==> src/rtl/ipr_pkg.sv <==
package ipr_pkg;

  typedef enum logic [2:0] {
    OP_SET_CPPR = 3'd0,
    OP_SET_IPI  = 3'd1,
    OP_ACCEPT   = 3'd2,
    OP_EOI      = 3'd3,
    OP_POLL     = 3'd4
  } ipr_op_e;

  localparam int OP_W = 3;

endpackage

==> src/rtl/ipr_cmd_stage.sv <==
// First evaluation step: applies an offer or a processor command to the
// present state and flags whether the IPI check must follow.
module ipr_cmd_stage
  import ipr_pkg::*;
#(
  parameter int PRIO_W = 8,
  parameter int SRC_W  = 24
) (
  input  logic              offer_valid,
  input  logic [SRC_W-1:0]  offer_src,
  input  logic [PRIO_W-1:0] offer_prio,
  input  logic              cmd_fire,
  input  ipr_op_e           cmd_op,
  input  logic [PRIO_W+SRC_W-1:0] cmd_data,
  input  logic [PRIO_W-1:0] cur_cppr,
  input  logic [SRC_W-1:0]  cur_src,
  input  logic [PRIO_W-1:0] cur_pprio,
  input  logic [PRIO_W-1:0] cur_ipi,
  output logic [PRIO_W-1:0] nx_cppr,
  output logic [SRC_W-1:0]  nx_src,
  output logic [PRIO_W-1:0] nx_pprio,
  output logic [PRIO_W-1:0] nx_ipi,
  output logic              rej_v,
  output logic [SRC_W-1:0]  rej_id,
  output logic              eoi_v,
  output logic [SRC_W-1:0]  eoi_id,
  output logic              raise,
  output logic              lower,
  output logic              run_ipi_chk,
  output logic              run_resend
);

  localparam int WORD_W = PRIO_W + SRC_W;
  localparam logic [PRIO_W-1:0] PRIO_NONE = '1;

  logic              busy;
  logic [PRIO_W-1:0] arg_prio;
  logic [PRIO_W-1:0] eoi_cppr;

  assign busy     = (cur_src != '0);
  assign arg_prio = cmd_data[PRIO_W-1:0];
  assign eoi_cppr = cmd_data[WORD_W-1 -: PRIO_W];

  always_comb begin
    nx_cppr     = cur_cppr;
    nx_src      = cur_src;
    nx_pprio    = cur_pprio;
    nx_ipi      = cur_ipi;
    rej_v       = 1'b0;
    rej_id      = '0;
    eoi_v       = 1'b0;
    eoi_id      = '0;
    raise       = 1'b0;
    lower       = 1'b0;
    run_ipi_chk = 1'b0;
    run_resend  = 1'b0;

    if (offer_valid) begin
      if ((offer_prio >= cur_cppr) || (busy && (cur_pprio <= offer_prio))) begin
        rej_v  = 1'b1;
        rej_id = offer_src;
      end else begin
        if (busy) begin
          rej_v  = 1'b1;
          rej_id = cur_src;
        end
        nx_src   = offer_src;
        nx_pprio = offer_prio;
        raise    = 1'b1;
      end
    end else if (cmd_fire) begin
      unique case (cmd_op)
        OP_SET_CPPR: begin
          nx_cppr = arg_prio;
          if (arg_prio < cur_cppr) begin
            if (busy && (arg_prio <= cur_pprio)) begin
              nx_src   = '0;
              nx_pprio = PRIO_NONE;
              lower    = 1'b1;
              rej_v    = 1'b1;
              rej_id   = cur_src;
            end
          end else if (!busy) begin
            run_resend  = 1'b1;
            run_ipi_chk = (cur_ipi < arg_prio);
          end
        end
        OP_SET_IPI: begin
          nx_ipi      = arg_prio;
          run_ipi_chk = (arg_prio < cur_cppr);
        end
        OP_ACCEPT: begin
          nx_cppr  = cur_pprio;
          nx_src   = '0;
          nx_pprio = PRIO_NONE;
          lower    = 1'b1;
        end
        OP_EOI: begin
          nx_cppr = eoi_cppr;
          eoi_v   = 1'b1;
          eoi_id  = cmd_data[SRC_W-1:0];
          if (!busy) begin
            run_resend  = 1'b1;
            run_ipi_chk = (cur_ipi < eoi_cppr);
          end
        end
        default: begin
        end
      endcase
    end
  end

endmodule

==> src/rtl/ipr_ipi_stage.sv <==
// Second evaluation step: the IPI check, applied on top of the first step.
module ipr_ipi_stage #(
  parameter int PRIO_W  = 8,
  parameter int SRC_W   = 24,
  parameter int IPI_SRC = 2
) (
  input  logic              en,
  input  logic [SRC_W-1:0]  in_src,
  input  logic [PRIO_W-1:0] in_pprio,
  input  logic [PRIO_W-1:0] ipi_prio,
  output logic [SRC_W-1:0]  out_src,
  output logic [PRIO_W-1:0] out_pprio,
  output logic              rej_v,
  output logic [SRC_W-1:0]  rej_id,
  output logic              raise
);

  localparam logic [SRC_W-1:0] IPI_ID = SRC_W'(IPI_SRC);

  logic held;
  assign held = (in_src != '0) && (in_pprio <= ipi_prio);

  always_comb begin
    out_src   = in_src;
    out_pprio = in_pprio;
    rej_v     = 1'b0;
    rej_id    = '0;
    raise     = 1'b0;
    if (en && !held) begin
      if (in_src != '0) begin
        rej_v  = 1'b1;
        rej_id = in_src;
      end
      out_src   = IPI_ID;
      out_pprio = ipi_prio;
      raise     = 1'b1;
    end
  end

endmodule

==> src/rtl/cpu_irq_presenter.sv <==
module cpu_irq_presenter
  import ipr_pkg::*;
#(
  parameter int PRIO_W  = 8,
  parameter int SRC_W   = 24,
  parameter int IPI_SRC = 2
) (
  input  logic                    clk,
  input  logic                    rst,
  input  logic                    offer_valid,
  input  logic [SRC_W-1:0]        offer_src,
  input  logic [PRIO_W-1:0]       offer_prio,
  input  logic                    cmd_valid,
  output logic                    cmd_ready,
  input  logic [2:0]              cmd_op,
  input  logic [PRIO_W+SRC_W-1:0] cmd_data,
  output logic                    rsp_valid,
  output logic [PRIO_W+SRC_W-1:0] rsp_word,
  output logic [PRIO_W-1:0]       rsp_ipi,
  output logic                    irq_out,
  output logic                    rej_valid,
  output logic [SRC_W-1:0]        rej_src,
  output logic                    eoi_valid,
  output logic [SRC_W-1:0]        eoi_src,
  output logic                    resend_req
);

  localparam int WORD_W = PRIO_W + SRC_W;
  localparam logic [PRIO_W-1:0] PRIO_NONE = '1;

  // architectural state
  logic [PRIO_W-1:0] cppr_q;
  logic [SRC_W-1:0]  src_q;
  logic [PRIO_W-1:0] pprio_q;
  logic [PRIO_W-1:0] ipi_q;
  logic              irq_q;

  ipr_op_e op;
  logic    fire;

  assign op        = ipr_op_e'(cmd_op);
  assign cmd_ready = ~offer_valid;
  assign fire      = cmd_valid & cmd_ready;

  // first step
  logic [PRIO_W-1:0] a_cppr, a_pprio, a_ipi;
  logic [SRC_W-1:0]  a_src, a_rej_id, a_eoi_id;
  logic              a_rej, a_eoi, a_raise, a_lower, a_chk, a_resend;

  ipr_cmd_stage #(
    .PRIO_W (PRIO_W),
    .SRC_W  (SRC_W)
  ) u_cmd (
    .offer_valid (offer_valid),
    .offer_src   (offer_src),
    .offer_prio  (offer_prio),
    .cmd_fire    (fire),
    .cmd_op      (op),
    .cmd_data    (cmd_data),
    .cur_cppr    (cppr_q),
    .cur_src     (src_q),
    .cur_pprio   (pprio_q),
    .cur_ipi     (ipi_q),
    .nx_cppr     (a_cppr),
    .nx_src      (a_src),
    .nx_pprio    (a_pprio),
    .nx_ipi      (a_ipi),
    .rej_v       (a_rej),
    .rej_id      (a_rej_id),
    .eoi_v       (a_eoi),
    .eoi_id      (a_eoi_id),
    .raise       (a_raise),
    .lower       (a_lower),
    .run_ipi_chk (a_chk),
    .run_resend  (a_resend)
  );

  // second step
  logic [SRC_W-1:0]  b_src, b_rej_id;
  logic [PRIO_W-1:0] b_pprio;
  logic              b_rej, b_raise;

  ipr_ipi_stage #(
    .PRIO_W  (PRIO_W),
    .SRC_W   (SRC_W),
    .IPI_SRC (IPI_SRC)
  ) u_ipi (
    .en        (a_chk),
    .in_src    (a_src),
    .in_pprio  (a_pprio),
    .ipi_prio  (a_ipi),
    .out_src   (b_src),
    .out_pprio (b_pprio),
    .rej_v     (b_rej),
    .rej_id    (b_rej_id),
    .raise     (b_raise)
  );

  logic take_rsp;
  assign take_rsp = fire && ((op == OP_ACCEPT) || (op == OP_POLL));

  always_ff @(posedge clk) begin
    if (rst) begin
      cppr_q     <= '0;
      src_q      <= '0;
      pprio_q    <= PRIO_NONE;
      ipi_q      <= PRIO_NONE;
      irq_q      <= 1'b0;
      rsp_valid  <= 1'b0;
      rsp_word   <= '0;
      rsp_ipi    <= PRIO_NONE;
      rej_valid  <= 1'b0;
      rej_src    <= '0;
      eoi_valid  <= 1'b0;
      eoi_src    <= '0;
      resend_req <= 1'b0;
    end else begin
      cppr_q  <= a_cppr;
      src_q   <= b_src;
      pprio_q <= b_pprio;
      ipi_q   <= a_ipi;
      if (a_raise || b_raise) begin
        irq_q <= 1'b1;
      end else if (a_lower) begin
        irq_q <= 1'b0;
      end
      rsp_valid <= take_rsp;
      if (take_rsp) begin
        rsp_word <= {cppr_q, src_q};
        rsp_ipi  <= ipi_q;
      end
      rej_valid  <= a_rej | b_rej;
      rej_src    <= a_rej ? a_rej_id : (b_rej ? b_rej_id : '0);
      eoi_valid  <= a_eoi;
      eoi_src    <= a_eoi_id;
      resend_req <= a_resend;
    end
  end

  assign irq_out = irq_q;

endmodule

==> config.mk <==
export PLATFORM = sky130hd
export DESIGN_NAME = cpu_irq_presenter
export DESIGN_NICKNAME = d
export VERILOG_FILES = /design/src/rtl/ipr_pkg.sv /design/src/rtl/ipr_cmd_stage.sv /design/src/rtl/ipr_ipi_stage.sv /design/src/rtl/cpu_irq_presenter.sv
export SDC_FILE = /design/constraint.sdc
export NUM_CORES = 1
export LEC_CHECK = 0
export BUFFER_PORTS_ARGS = -buffer_cell sky130_fd_sc_hd__buf_4
export CORE_UTILIZATION = 54
export CTS_CLUSTER_SIZE = 28
export DETAILED_ROUTE_END_ITERATION = 8
export PLACE_DENSITY = 0.8
export SKIP_LAST_GASP = 1
export SLEW_MARGIN = 20
export SYNTH_ARGS = -nofsm -noshare
export SYNTH_HDL_FRONTEND = slang
export SYNTH_SLANG_ARGS = --single-unit
==> constraint.sdc <==
create_clock -name clk -period 14.3 [get_ports clk]
set_input_delay 2.86 -clock clk [delete_from_list [all_inputs] [get_ports clk]]
set_output_delay 2.86 -clock clk [all_outputs]
set_load 0.01 [all_outputs]
==> results of run 1 <==
[cell type report]
| class | count | share of cell area |
|---|---|---|
| multi-input cells | 579 | 0.429 |
| flip-flops and latches | 141 | 0.320 |
| repair buffers | 171 | 0.146 |
| clock buffers | 17 | 0.0482 |
| well taps | 172 | 0.0244 |
| inverters | 45 | 0.0191 |
| clock inverters | 15 | 0.0146 |
[sequential cells by signal, summed over array words and instances, names as in the netlist, 8 cells and up]
signal    flops
rej_src      24
eoi_src      24
cppr_q        8
pprio_q       8
rsp_ipi       8
ipi_q         8
src_q        24
rsp_word     32
[kinds of logic after synthesis]
| family | Yosys count | synth area share |
|---|---|---|
| AO/OA/AOI/OAI | 185 | 0.188 |
| XOR/XNOR | 1 | 0.00126 |
| adder cells (fa/ha/maj) | 53 | 0.0953 |
| buffers and inverters | 93 | 0.0523 |
| flip-flops | 141 | 0.406 |
| multiplexers | 20 | 0.0302 |
| AND/OR/NAND/NOR | 320 | 0.227 |
[power breakdown]
group,internal (mW),switching (mW)
Sequential,0.406,0.0126
Clock,0.227,0.185
Combinational,0.0813,0.108
[worst paths after layout]
check	startpoint	end	slack, ns	cells past startpoint
max	offer_prio[5]	pprio_q[0]	6.25	21
min	rsp_word[28]	rsp_word[28]	0.45	2
max reg2reg	pprio_q[5]	pprio_q[0]	8.33	19
min reg2reg	rsp_word[28]	rsp_word[28]	0.45	2
[metrics by stage]
step,power (mW),setup slack [ns],hold WS (ns),cells
floorplan,0.546,7.61,0.445,813
global placement,0.609,6.06,0.444,1108
detailed placement,0.611,5.96,0.448,1108
CTS,1.02,6.36,0.456,1140
global route,1.06,5.96,0.477,1140
finish,1.02,6.25,0.454,1140
[cells in the final DEF, fill, tap and decap left out, drive strengths merged, types with 3 or more instances in the layout]
master	Yosys	final
buf	6	171
dfxtp	141	141
nand2	102	102
nor2	69	69
a21oi	68	68
ha	53	53
inv	45	52
nor3	34	34
nand2b	27	27
o21ai	21	21
a222oi	20	20
and2	20	20
a22o	19	19
clkbuf	42	17
nor4	14	14
a211oi	14	14
mux2i	12	12
nand3b	11	11
a22oi	10	10
nor2b	8	8
or2	8	8
mux2	8	8
nand3	7	7
nand4	6	6
a21o	5	5
clkinv	0	5
a2111oi	4	4
or4	4	4
and4	3	3
o31a	3	3
o211ai	3	3
a221oi	3	3
clkinvlp	0	3
a21boi	3	3
[worst register-to-register path, stage by stage, from the launching register on]
cell	delay (ns)
dfxtp_1	0.47
ha_1	0.30
a211oi_1	0.21
nor2_1	0.09
nand4bb_1	0.31
a21o_4	0.29
a21oi_2	0.91
o21bai_4	0.52
a22oi_1	0.21
ha_1	0.35
nor2b_1	0.13
o21a_1	0.11
o21ai_0	0.07
nand2b_1	0.08
a21oi_1	0.06
o21ai_0	0.14
o31a_1	0.27
inv_1	0.11
a21boi_4	0.80
mux2_2	0.43
[cell usage after synthesis (3+ instances only)]
library cell  number  area share
nor3_1            34       0.024
a211oi_1          13       0.014
a21oi_1           67       0.048
o31a_1             3      0.0038
clkbuf_1          42       0.023
nand2_1          102       0.055
mux2_2             4      0.0065
and4_1             3      0.0038
a22oi_1           10       0.011
a21o_1             4      0.0043
mux2i_1           12       0.017
and2_1            19       0.017
a221oi_1           3      0.0038
inv_1             45       0.024
nand4_1            6      0.0054
nand2b_1          27       0.024
mux2_1             4      0.0065
nor4_1            13       0.012
buf_2              3      0.0022
nor2_1            69       0.037
a222oi_1          20       0.029
dfxtp_1          141        0.41
ha_1              53       0.095
or2_2              8      0.0072
a2111oi_0          4      0.0050
nor2b_1            8      0.0072
o21ai_0           19       0.014
a22o_1            19       0.024
o211ai_1           3      0.0032
nand3b_1          11       0.012
nand3_1            7      0.0050
[routing by layer]
metal / wire, um / global-route usage / share of wire
met5: 0 / 0 / 0
met1: 8550 / 0.406 / 0.43
met3: 1980 / 0.0758 / 0.10
met2: 8910 / 0.469 / 0.45
met4: 399 / 0.117 / 0.020
==> impl_metrics.toml, run 1 <==
[run_status]
status = "finished, violations left"
violations = "design-rule violations"

[power]
ir_drop_mv = 0.0716
p_per_area_nw_per_um2 = 115
p_leak_nw = 3.86

[cells_and_area]
multi_input_area_sq_um = 3790
syn2layout_area_growth_pct = 27.0
drive_above_1_share = 0.237
antenna_cells = 0
final_util = 0.703
final_area_sq_um = 8830
final-seq-area_sq_um = 2820
fin_nets = 1079
fill_cells = 1026

[grt]
grt_pass1_wl_um = 30700
grt_overflow_total = 0
grt_max_degree = 127
grt_pass1_vias = 6058
grt_usage = 0.303
antenna_found_initial = 0

[detailed_routing]
first_pass_iters = 9
num_vias = 6661
drt_iter0_markers = 934
wl_per_cell_um = 17.4
ant_nets = 0
post-route-drc-count = 5
via_per_inst = 5.84
routed_wl_um = 19800

[cts]
htree_num_levels = 4
cts_buffer_depth = 2
numCtsBuffers = 17
cts.hold.buffers_added = 0
clkSinkCount = 141
clkTransAtPathRegs_ns = 0.06
tritoncts = "built"
cts_root_buffer = "clkbuf_16"
post_cts_resized = 0
insertion_delay_ns = 0.43
cts_setup_buffers = 0

[hold_path]
holdCritPathClass = "flip-flop to flip-flop"

[placed_design]
portBuffers = 164
dpl_cell_area_sq_um = 8280
dpl.hpwl_um = 14400
place_congestion = 0.955

[worst_setup_path]
cpLargestDelayFamily = "compound AO/OA/AOI/OAI gates"
path_cells = "buf_4 -> inv_1 -> ha_1 -> a211oi_1 -> nor2_1 -> nand4bb_1 -> a21o_4 -> a21oi_2 -> o21bai_4 -> a22oi_1 -> ha_1 -> nor2b_1 -> o21a_1 -> o21ai_0 -> nand2b_1 -> a21oi_1 -> o21ai_0 -> o31a_1 -> inv_1 -> a21boi_4 -> mux2_2"
path_max_fanout = 32
worstPathRequired_ns = 14.61
critical_path_class = "primary input to flip-flop"
cp_slowest_cell = "a21oi_2"
slowest_delay_ns = 0.90
start_kind = "primary input"
arrival_ns = 8.36
critPathBufInv = 3
cp-end-kind = "flip-flop"

[die]
fp.dieW_um = 116
pin_count = 165
rows = 41
core_area_sq_um = 12600
die_area_sq_um = 13300
die_h_um = 116
start_util = 0.554

[sta]
setup_viol = 0
timing.final.crit_share = 0.563
tns_ns = 0
slew_viol_final = 0
rsz0062_at_grt = "false"
relSlewSlack = 0.224
hold_viol = 0
fin_skew_ns = 0.00634
tightest_slew_ns = 1.16
finalCriticalPeriod_ns = 8.05
fmax_mhz = 124

[logic_synthesis]
synth_edf_count = 0
synth.distinct_cells = 59
ys_seq_area_frac = 0.406
netlist_instances = 813
async_flop_share = 0
ys_seq_elements = 141
syn_nets = 937
ys_warn_count = 0
netlist_area_sq_um = 6960
postSynthAreaPerCell_sq_um = 8.56
synth_top_flop_cell = "dfxtp_1"

[run]
maxCapViolations = 0
Power figures use the tool's default switching activity.
==> run 2: changes to the inputs <==
- CORE_UTILIZATION: 54 -> 49
- PLACE_DENSITY: 0.8 -> 0.77
- clock period: 14.3 -> 7 ns (I/O delays scaled with it)
==> impl_metrics.toml, run 2 (same netlist as run 1, synthesis figures left out) <==
[die]
core_area_sq_um = 13900
fp.dieW_um = 121
die_area_sq_um = 14700
die_h_um = 121
start_util = 0.501
pin_count = 165
rows = 43

[worst_setup_path]
r2r_cells = 21
path_max_fanout = 28
reg2reg_from = "pprio_q[5]"
arrival_ns = 5.98
start_kind = "primary input"
worstReg2RegEnd = "src_q[19]"
critical_path_class = "primary input to flip-flop"
reg2reg_slack_ns = 1.95
cp-end-kind = "flip-flop"
worstPathRequired_ns = 7.29

[grt]
grt_pass1_vias = 6130
grt_use_met1 = 0.378
grt_usage = 0.277
grt_util_met2 = 0.419
grt_overflow_total = 0
grt_pass1_wl_um = 31300
grt_most_used_layer = "met2"
use_met3 = 0.0766
antenna_found_initial = 0
grt_max_degree = 66

[sta]
tightest_slew_ns = 1.08
relSlewSlack = 0.277
finalCriticalPeriod_ns = 5.69
fmax_mhz = 176
fin_ws_ns = 1.31
timing.final.crit_share = 0.813
rsz0062_at_grt = "false"
setup_viol = 0
tns_ns = 0
hold_viol = 0
slew_viol_final = 0
timing.hold.ws_ns = 0.455
fin_skew_ns = 0.00646

[power]
p_comb_frac = 0.179
internal_power_mw = 1.56
seq_power_share = 0.398
p_sw_mw = 0.594
power_mw = 2.15
p_leak_nw = 3.89
p_sw_frac = 0.276
p_per_area_nw_per_um2 = 241
ir_drop_mv = 0.147
pwr-share-clk = 0.423

[cells_and_area]
final_area_sq_um = 8910
top_register = "rsp_word"
drive_above_1_share = 0.238
final_common_cell = "buf_4"
layout_common_cells = "buf_4, dfxtp_1, nand2_1"
final_util = 0.642
largest_reg_flops = 32
stdcell_count = 1152
syn2layout_area_growth_pct = 28.0
antenna_cells = 0
fin_nets = 1083

[detailed_routing]
post-route-drc-count = 1
via_per_inst = 5.69
ant_nets = 0
first_pass_iters = 9
wl_per_cell_um = 17.1
drt_iter0_markers = 695
num_vias = 6550
routed_wl_um = 19700

[cts]
cts.hold.buffers_added = 0
clkSinkCount = 141
post_cts_resized = 0
clkTransAtPathRegs_ns = 0.06
cts_buffer_depth = 2
cts_root_buffer = "clkbuf_16"
htree_num_levels = 4
tritoncts = "built"
cts_setup_buffers = 0
insertion_delay_ns = 0.43
numCtsBuffers = 17

[placed_design]
pre_cts_ws_ns = 0.975
placedCellCount = 1120
place_congestion = 0.945
dpl_cell_area_sq_um = 8310
dpl.hpwl_um = 14400
portBuffers = 164

[run]
maxCapViolations = 0

[hold_path]
holdPathStages = 2
holdCritPathClass = "flip-flop to flip-flop"
worstHoldStart = "rsp_word[30]"
min_to = "rsp_word[30]"

[run_status]
status = "finished, violations left"
violations = "design-rule violations"
run 2: routing by layer:
metal / part of all wire / up-vias
met3: 0.096 / 35
met5: 0 / -
met2: 0.44 / 319
li1: - / 3190
met4: 0.019 / 0
met1: 0.45 / 3006
run 2: power groups by stage:
| stage | Combinational [mW] | Sequential [mW] | Clock (mW) |
|---|---|---|---|
| after floorplan | 0.247 | 0.868 | 0 |
| after global placement | 0.372 | 0.871 | 0 |
| after detailed placement | 0.378 | 0.871 | 0 |
| after CTS | 0.381 | 0.854 | 0.916 |
| after global routing | 0.423 | 0.857 | 0.956 |
| final | 0.385 | 0.855 | 0.910 |
run 2: worst max path at each step:
stage	start	endpoint	slack [ns]	cells after the start
6_report	offer_prio[5]	src_q[19]	1.31	23
5_1_grt	offer_prio[5]	src_q[18]	0.91	23
4_1_cts	offer_prio[5]	pprio_q[1]	1.38	22
3_5_place_dp	offer_prio[5]	pprio_q[1]	0.97	22
3_3_place_gp	offer_prio[5]	pprio_q[0]	1.05	22
2_1_floorplan	offer_prio[2]	pprio_q[3]	1.77	20
run 2: cell type report:
| class | instances | area, sq um |
|---|---|---|
| multi-input cells | 579 | 3780 |
| clock inverters | 14 | 170 |
| clock buffers | 18 | 429 |
| repair buffers | 175 | 1310 |
| well taps | 180 | 225 |
| flip-flops and latches | 141 | 2820 |
| fillers | 1176 | 4970 |
| inverters | 45 | 169 |
run 2: critical path, stage by stage:
cell and delay (ns):
buf_4 0.10, inv_1 0.04, ha_1 0.30, a211oi_1 0.20
nor2_1 0.09, nand4bb_1 0.30, a21o_4 0.28, a21oi_2 0.11
buf_4 0.29, o21bai_4 0.40, a22oi_1 0.18, ha_1 0.35
nor2b_1 0.13, o21a_1 0.11, o21ai_0 0.07, nand2b_1 0.08
a21oi_1 0.06, o21ai_0 0.15, o31a_1 0.28, inv_1 0.11
a21boi_4 0.55, buf_4 0.31, nor3_1 0.07
